`src/rtl/alu_pkg.sv`:
```
package alu_pkg;

    // Unit chosen by sel[3:2]
    typedef enum logic [1:0] {
        UNIT_ARITH = 2'b00,
        UNIT_LOGIC = 2'b01,
        UNIT_SHR   = 2'b10,
        UNIT_SHL   = 2'b11
    } unit_e;

    // Second adder input chosen by sel[1:0]
    typedef enum logic [1:0] {
        OPND_B    = 2'b00,
        OPND_NOTB = 2'b01,
        OPND_ZERO = 2'b10,
        OPND_ONES = 2'b11
    } opnd_e;

    // Bitwise function chosen by sel[1:0]
    typedef enum logic [1:0] {
        LOG_AND  = 2'b00,
        LOG_OR   = 2'b01,
        LOG_XOR  = 2'b10,
        LOG_NOTA = 2'b11
    } logop_e;

    typedef struct packed {
        logic carry;
        logic ovf;
    } flags_t;

    localparam flags_t FLAGS_CLEAR = '{carry: 1'b0, ovf: 1'b0};

    function automatic unit_e unit_of(input logic [3:0] sel);
        return unit_e'(sel[3:2]);
    endfunction

endpackage

```
`src/rtl/alu_operand_mux.sv`:
```
module alu_operand_mux
    import alu_pkg::*;
#(
    parameter int W = 8
) (
    input  logic [W-1:0] b_i,
    input  opnd_e        pick_i,
    output logic [W-1:0] x_o
);
    always_comb begin
        unique case (pick_i)
            OPND_B:    x_o = b_i;
            OPND_NOTB: x_o = ~b_i;
            OPND_ZERO: x_o = '0;
            default:   x_o = '1;
        endcase
    end
endmodule

```
`src/rtl/alu_ripple_adder.sv`:
```
module alu_ripple_adder
    import alu_pkg::*;
#(
    parameter int W = 8
) (
    input  logic [W-1:0] a_i,
    input  logic [W-1:0] x_i,
    input  logic         cin_i,
    output logic [W-1:0] sum_o,
    output flags_t       flags_o
);
    localparam int NC = W + 1;

    logic [NC-1:0] c;
    assign c[0] = cin_i;

    for (genvar i = 0; i < W; i++) begin : g_bit
        assign sum_o[i] = a_i[i] ^ x_i[i] ^ c[i];
        assign c[i+1]   = (a_i[i] & x_i[i]) | (c[i] & (a_i[i] ^ x_i[i]));
    end

    assign flags_o.carry = c[W];
    assign flags_o.ovf   = c[W] ^ c[W-1];
endmodule

```
`src/rtl/alu_logic_unit.sv`:
```
module alu_logic_unit
    import alu_pkg::*;
#(
    parameter int W = 8
) (
    input  logic [W-1:0] a_i,
    input  logic [W-1:0] b_i,
    input  logop_e       op_i,
    output logic [W-1:0] y_o
);
    always_comb begin
        unique case (op_i)
            LOG_AND: y_o = a_i & b_i;
            LOG_OR:  y_o = a_i | b_i;
            LOG_XOR: y_o = a_i ^ b_i;
            default: y_o = ~a_i;
        endcase
    end
endmodule

```
`src/rtl/alu_shifter.sv`:
```
module alu_shifter #(
    parameter int W = 8
) (
    input  logic [W-1:0] a_i,
    output logic [W-1:0] shr_o,
    output logic [W-1:0] shl_o
);
    assign shr_o = {1'b0, a_i[W-1:1]};
    assign shl_o = {a_i[W-2:0], 1'b0};
endmodule

```
`src/rtl/arith_logic_shift_unit.sv`:
```
module arith_logic_shift_unit
    import alu_pkg::*;
#(
    parameter int W = 8
) (
    input  logic [W-1:0] a_i,
    input  logic [W-1:0] b_i,
    input  logic [3:0]   sel_i,
    input  logic         cin_i,
    output logic [W-1:0] y_o,
    output logic         cout_o,
    output logic         ovf_o
);
    logic [W-1:0] x;
    logic [W-1:0] sum;
    logic [W-1:0] lres;
    logic [W-1:0] shr;
    logic [W-1:0] shl;
    flags_t       aflags;
    flags_t       oflags;
    unit_e        unit;

    assign unit = unit_of(sel_i);

    alu_operand_mux #(.W(W)) u_opmux (
        .b_i    (b_i),
        .pick_i (opnd_e'(sel_i[1:0])),
        .x_o    (x)
    );

    alu_ripple_adder #(.W(W)) u_adder (
        .a_i     (a_i),
        .x_i     (x),
        .cin_i   (cin_i),
        .sum_o   (sum),
        .flags_o (aflags)
    );

    alu_logic_unit #(.W(W)) u_logic (
        .a_i  (a_i),
        .b_i  (b_i),
        .op_i (logop_e'(sel_i[1:0])),
        .y_o  (lres)
    );

    alu_shifter #(.W(W)) u_shift (
        .a_i   (a_i),
        .shr_o (shr),
        .shl_o (shl)
    );

    always_comb begin
        oflags = FLAGS_CLEAR;
        unique case (unit)
            UNIT_ARITH: begin
                y_o    = sum;
                oflags = aflags;
            end
            UNIT_LOGIC: y_o = lres;
            UNIT_SHR:   y_o = shr;
            default:    y_o = shl;
        endcase
    end

    assign cout_o = oflags.carry;
    assign ovf_o  = oflags.ovf;
endmodule

```
`config.mk`:
```
export PLATFORM = sky130hd
export DESIGN_NAME = arith_logic_shift_unit
export DESIGN_NICKNAME = d
export VERILOG_FILES = /design/src/rtl/alu_pkg.sv /design/src/rtl/alu_operand_mux.sv /design/src/rtl/alu_ripple_adder.sv /design/src/rtl/alu_logic_unit.sv /design/src/rtl/alu_shifter.sv /design/src/rtl/arith_logic_shift_unit.sv
export SDC_FILE = /design/constraint.sdc
export NUM_CORES = 1
export LEC_CHECK = 0
export ABC_AREA = 1
export BUFFER_PORTS_ARGS = -buffer_cell sky130_fd_sc_hd__buf_2
export CORE_MARGIN = 10
export CORE_UTILIZATION = 53
export DETAILED_ROUTE_END_ITERATION = 10
export GPL_ROUTABILITY_DRIVEN = 0
export PLACE_DENSITY_LB_ADDON = 0.05
export SYNTH_ARGS = -nofsm -noshare
export SYNTH_HDL_FRONTEND = slang
export SYNTH_HIERARCHICAL = 1
export SYNTH_SLANG_ARGS = --single-unit
```
`constraint.sdc`:
```
create_clock -name vclk -period 5.45
set_input_delay 0.8175 -clock vclk [all_inputs]
set_output_delay 0.8175 -clock vclk [all_outputs]
set_load 0.01 [all_outputs]
```
==> metrics.csv, run 1 <==
stage,metric,value,unit
run_status,outcome,"finished, final reports clean",
timing,Tmin final,5194,ps
cells_and_area,Reg area,0,sq um
floorplan,Ports,31,
timing,Max Clk Rate,192.5,MHz
cells_and_area,clock buf count,0,
critical_path,required time of the critical path,4630,ps
global_routing,vias in the first global route,1209,
pwr,P_leak,0.7732,nW
timing,crit share post-route,95.30,%
timing,RSZ-0062 raised after global routing,false,
floorplan,die area,0.004943,sq mm
floorplan,effective utilization at floorplan,54.64,%
cells_and_area,synth-to-layout area growth,4.384,%
floorplan,DIE WIDTH,70.31,um
cells_and_area,post-layout util,57.03,%
cells_and_area,nets,266,
global_routing,first-pass GRT wire length,5533,um
global_routing,largest net degree at the start of global routing,19,
cells_and_area,layout cells sized above 1,23.74,%
pwr,P per Cell Area,87.49,mW/mm^2
cells_and_area,n_diodes,0,
floorplan,CORE AREA,0.002455,sq mm
route,ANT nets after route,0,
route,Routed WL per cell,12.71,um
route,Routed WL,3165,um
global_routing,GRT Total Usage,12.37,%
critical_path,Setup Crit Path Kind,input pin to output port,
route,DR iter-0 viols,74,
placement,Port Buffers,31,
job,max_cap viols,0,
worst_hold_path,HP Class,input pin to output port,
logic_synthesis,Ys Warns,6,
critical_path,CP Data Arrival Time,4380,ps
placement,pre-CTS setup slack,-31.38,ps
global_routing,antenna violations before repair,0,
timing,final setup fails,0,
cells_and_area,most frequent cells in the layout,"47 x nand3_1, 37 x inv_1, 36 x nand2_1",
route,First-pass DRT Iterations,4,
floorplan,Die Y-Extent,70.31,um
timing,final critical-path setup slack,256.4,ps
critical_path,largest fanout on the critical path,7,
global_routing,gr ovfl total,0,
timing,Max Slew Vio Count,0,
route,vias per cell,5.237,
critical_path,Setup crit end kind,output port,
critical_path,crit start category,input pin,
logic_synthesis,Cells after Synth,204,
floorplan,row cnt,18,
logic_synthesis,Synth Area per Inst,6.575,sq um
clock_tree,hold buffer count at cts,0,
route,# DRC,0,
logic_synthesis,Mapped Area,0.001341,sq mm
cells_and_area,seq_cells,0,
timing,final hold viol count,0,
timing,Hold WS,2042,ps
logic_synthesis,Unique masters post-synth,16,
cells_and_area,"most common cell after layout, fill and taps aside",nand3_1,
route,Vias,1304,
logic_synthesis,sequential fraction of the synthesis area,0,%
placement,Post-DP HPWL,2714,um
pwr,worst vdd ir,0.00004847,V
-- worst max-delay path, stage by stage --
cell and delay [ps]:
buf_4 130, inv_1 60, nand3b_1 100, nand3_2 80, fa_1 370, inv_1 80
fa_1 150, inv_1 50, fa_2 340, fa_2 340, fa_2 340, fa_2 350
fa_2 340, inv_1 100, fa_1 420, inv_1 60, nand2_1 50, nand4_1 60
buf_2 130
-- final timing paths --
check / slack, ps / cells past startpoint / end / from
setup / recovery: 260 / 19 / y_o[7] / sel_i[1]
hold / removal: 2040 / 4 / y_o[6] / a_i[7]
-- stage by stage --
step / instance area (sq um) / TNS (ps) / total power, mW / std cells
after floorplan: 1345 / 0 / 0.09046 / 205
after global placement: 1380 / 0 / 0.1175 / 249
after detailed placement: 1380 / -31.38 / 0.1208 / 249
after CTS: 1383 / 0 / 0.1212 / 249
after global routing: 1400 / 0 / 0.1407 / 249
final: 1400 / 0 / 0.1225 / 249
-- kinds of logic after synthesis --
group,after synthesis,synth area share (%)
fa+ha+maj,24,26.87
simple gates,114,45.15
other cells,1,0.2796
buf+inv,65,27.70
-- synth_stat cells (all sizes together) --
cell type | instances | area share (%)
conb | 1 | 0.28
nand3 | 48 | 18
fa | 8 | 12
ha | 16 | 15
nand2 | 36 | 10
inv | 41 | 12
nor2 | 6 | 5.2
nand3b | 8 | 4.5
buf | 24 | 16
nand4 | 16 | 7.5
-- cell type report --
| type | count | area (sq um) |
|---|---|---|
| Timing Repair Buffer | 38 | 210.2 |
| Inverter | 41 | 161.4 |
| Multi-Input combinational cell | 140 | 991.0 |
| Tap cell | 30 | 37.54 |
| Fill cell | 257 | 1055 |
-- report_power, final --
part	switching (mW)	internal, mW
logic	0.0734	0.0491
registers	0	0
clock network	0	0
-- timing repair --
item                                    in CTS  in global routing
setup buffers                                0                  0
gates resized for setup                      1                  6
endpoints found under the setup margin       1                  2
-- routing by layer --
metal  vias to the layer above  wire length (um)  global-route usage, %
li1                        672                 -                      -
met1                       610              1544                  16.42
met2                        22              1517                  22.06
met3                         0               103                 0.9887
met4                         0                 0                      0
met5                         -                 0                      0
(Power assumes the default switching activity.)
==> run 2: changes to the inputs <==
--- a/config.mk
+++ b/config.mk
@@ -8,7 +8,7 @@
 export ABC_AREA = 1
 export BUFFER_PORTS_ARGS = -buffer_cell sky130_fd_sc_hd__buf_2
 export CORE_MARGIN = 10
-export CORE_UTILIZATION = 53
+export CORE_UTILIZATION = 50
 export DETAILED_ROUTE_END_ITERATION = 10
 export GPL_ROUTABILITY_DRIVEN = 0
 export PLACE_DENSITY_LB_ADDON = 0.05
==> metrics.csv, run 2 (synthesized netlist as in run 1, its figures left out) <==
stage,metric,value,unit
floorplan,effective utilization at floorplan,53.17,%
cells_and_area,synth-to-layout area growth,4.198,%
critical_path,CP Data Arrival Time,4400,ps
timing,RSZ-0062 raised after global routing,false,
route,Vias,1313,
timing,Max Slew Vio Count,0,
floorplan,Ports,31,
critical_path,cells along the critical path,buf_4 -> inv_1 -> nand3b_1 -> nand3_2 -> fa_1 -> inv_1 -> fa_1 -> inv_1 -> fa_1 -> fa_2 -> fa_2 -> fa_2 -> fa_2 -> inv_2 -> fa_1 -> inv_1 -> nand2_1 -> nand4_1 -> buf_2,
critical_path,required time of the critical path,4630,ps
clock_tree,setup bufs post-CTS,0,
global_routing,vias in the first global route,1332,
cells_and_area,Layout Cells excl Fill,249,
floorplan,die area,0.005155,sq mm
placement,pre-CTS setup slack,-21.05,ps
floorplan,Die Y-Extent,71.80,um
cells_and_area,n_diodes,0,
route,Routed WL,3207,um
cells_and_area,layout cells sized above 1,23.74,%
run_status,outcome,"finished, final reports clean",
worst_hold_path,HP Class,input pin to output port,
pwr,total power,0.1221,mW
timing,crit share post-route,95.69,%
timing,final setup fails,0,
cells_and_area,seq_cells,0,
placement,Post-DP HPWL,2794,um
route,DR iter-0 viols,47,
floorplan,CORE AREA,0.002522,sq mm
timing,final hold viol count,0,
floorplan,row cnt,18,
pwr,worst vdd ir,0.00004491,V
route,vias per cell,5.273,
pwr,P per Cell Area,87.39,mW/mm^2
clock_tree,hold buffer count at cts,0,
route,ANT nets after route,0,
cells_and_area,# fillers,282,
critical_path,Setup crit end kind,output port,
pwr,P_leak,0.7733,nW
global_routing,antenna violations before repair,0,
route,First-pass DRT Iterations,4,
timing,Hold WS,2053,ps
route,# DRC,0,
global_routing,GRT Total Usage,12.69,%
timing,final critical-path setup slack,235.0,ps
worst_hold_path,hold path start,a_i[7],
critical_path,crit start category,input pin,
cells_and_area,clock buf count,0,
placement,placed insts,249,
route,Routed WL per cell,12.88,um
job,max_cap viols,0,
placement,Port Buffers,31,
timing,Tmin final,5215,ps
worst_hold_path,worst hold path cell count,4,
global_routing,largest net degree at the start of global routing,19,
timing,setup_tns,0,ps
cells_and_area,Reg area,0,sq um
cells_and_area,most frequent cells in the layout,"47 x nand3_1, 36 x nand2_1, 36 x inv_1",
timing,Max Clk Rate,191.8,MHz
worst_hold_path,hold path endpoint,y_o[6],
critical_path,Setup Crit Path Kind,input pin to output port,
critical_path,largest fanout on the critical path,7,
cells_and_area,nets,266,
critical_path,CP max stage delay,400,ps
cells_and_area,"most common cell after layout, fill and taps aside",nand3_1,
floorplan,DIE WIDTH,71.80,um
critical_path,CP max-delay cell,fa_1,
global_routing,first-pass GRT wire length,5830,um
global_routing,gr ovfl total,0,
## run 2: cell count changes in the layout (fill, tap and decap cells not counted)
cell / before / now
inv_2: 3 / 4
fa_2: 5 / 4
fa_1: 3 / 4
inv_1: 37 / 36
## run 2: power by group
part           internal (mW)  switching, mW  leakage, nW  total (mW)
Combinational         0.0492         0.0730        0.773       0.122
Clock                      0              0            0           0
Sequential                 0              0            0           0
## run 2: timing repair
item | 4_1_cts | 5_1_grt
endpoints found under the hold margin | 0 | 0
gates cloned | 0 | 0
setup endpoints to repair | 1 | 2
gates resized for setup | 1 | 6
## run 2: cell type report
| cell class | count | area [sq um] | share of cell area [%] |
|---|---|---|---|
| Timing Repair Buffer | 38 | 210.2 | 15.04 |
| Inverter | 41 | 161.4 | 11.55 |
| Multi-Input combinational cell | 140 | 988.4 | 70.73 |
| Tap cell | 30 | 37.54 | 2.686 |
## run 2: how the worst max path moves through the flow
stage	startpoint	endpoint	slack [ps]	cells after the start
after floorplan	sel_i[0]	y_o[7]	190	17
after global placement	sel_i[1]	y_o[7]	60	19
after detailed placement	sel_i[1]	y_o[7]	-20	19
after CTS	sel_i[1]	y_o[7]	30	19
after global routing	sel_i[1]	y_o[7]	6	19
final	sel_i[1]	y_o[7]	240	19
## run 2: worst max-delay path, delay by kind of cell
family | cells | cell delay [ps]
simple gates | 4 | 290
fa+ha+maj | 8 | 2710
buf+inv | 7 | 570
## run 2: layer usage
layer | up-vias | wire (um) | GRT usage, % | part of all wire, %
met2 | 26 | 1593 | 23.04 | 50
met4 | 0 | 0 | 0.2151 | 0
met1 | 611 | 1437 | 16.52 | 45
met3 | 0 | 176 | 1.102 | 5.5
li1 | 676 | - | - | -
met5 | - | 0 | 0 | 0
## run 2: stage by stage
stage / util [%] / cell area (sq um)
after floorplan: - / 1345
after global placement: 54.71 / 1380
after detailed placement: 54.71 / 1380
after CTS: 54.81 / 1383
after global routing: 55.41 / 1398
final: 55.41 / 1398
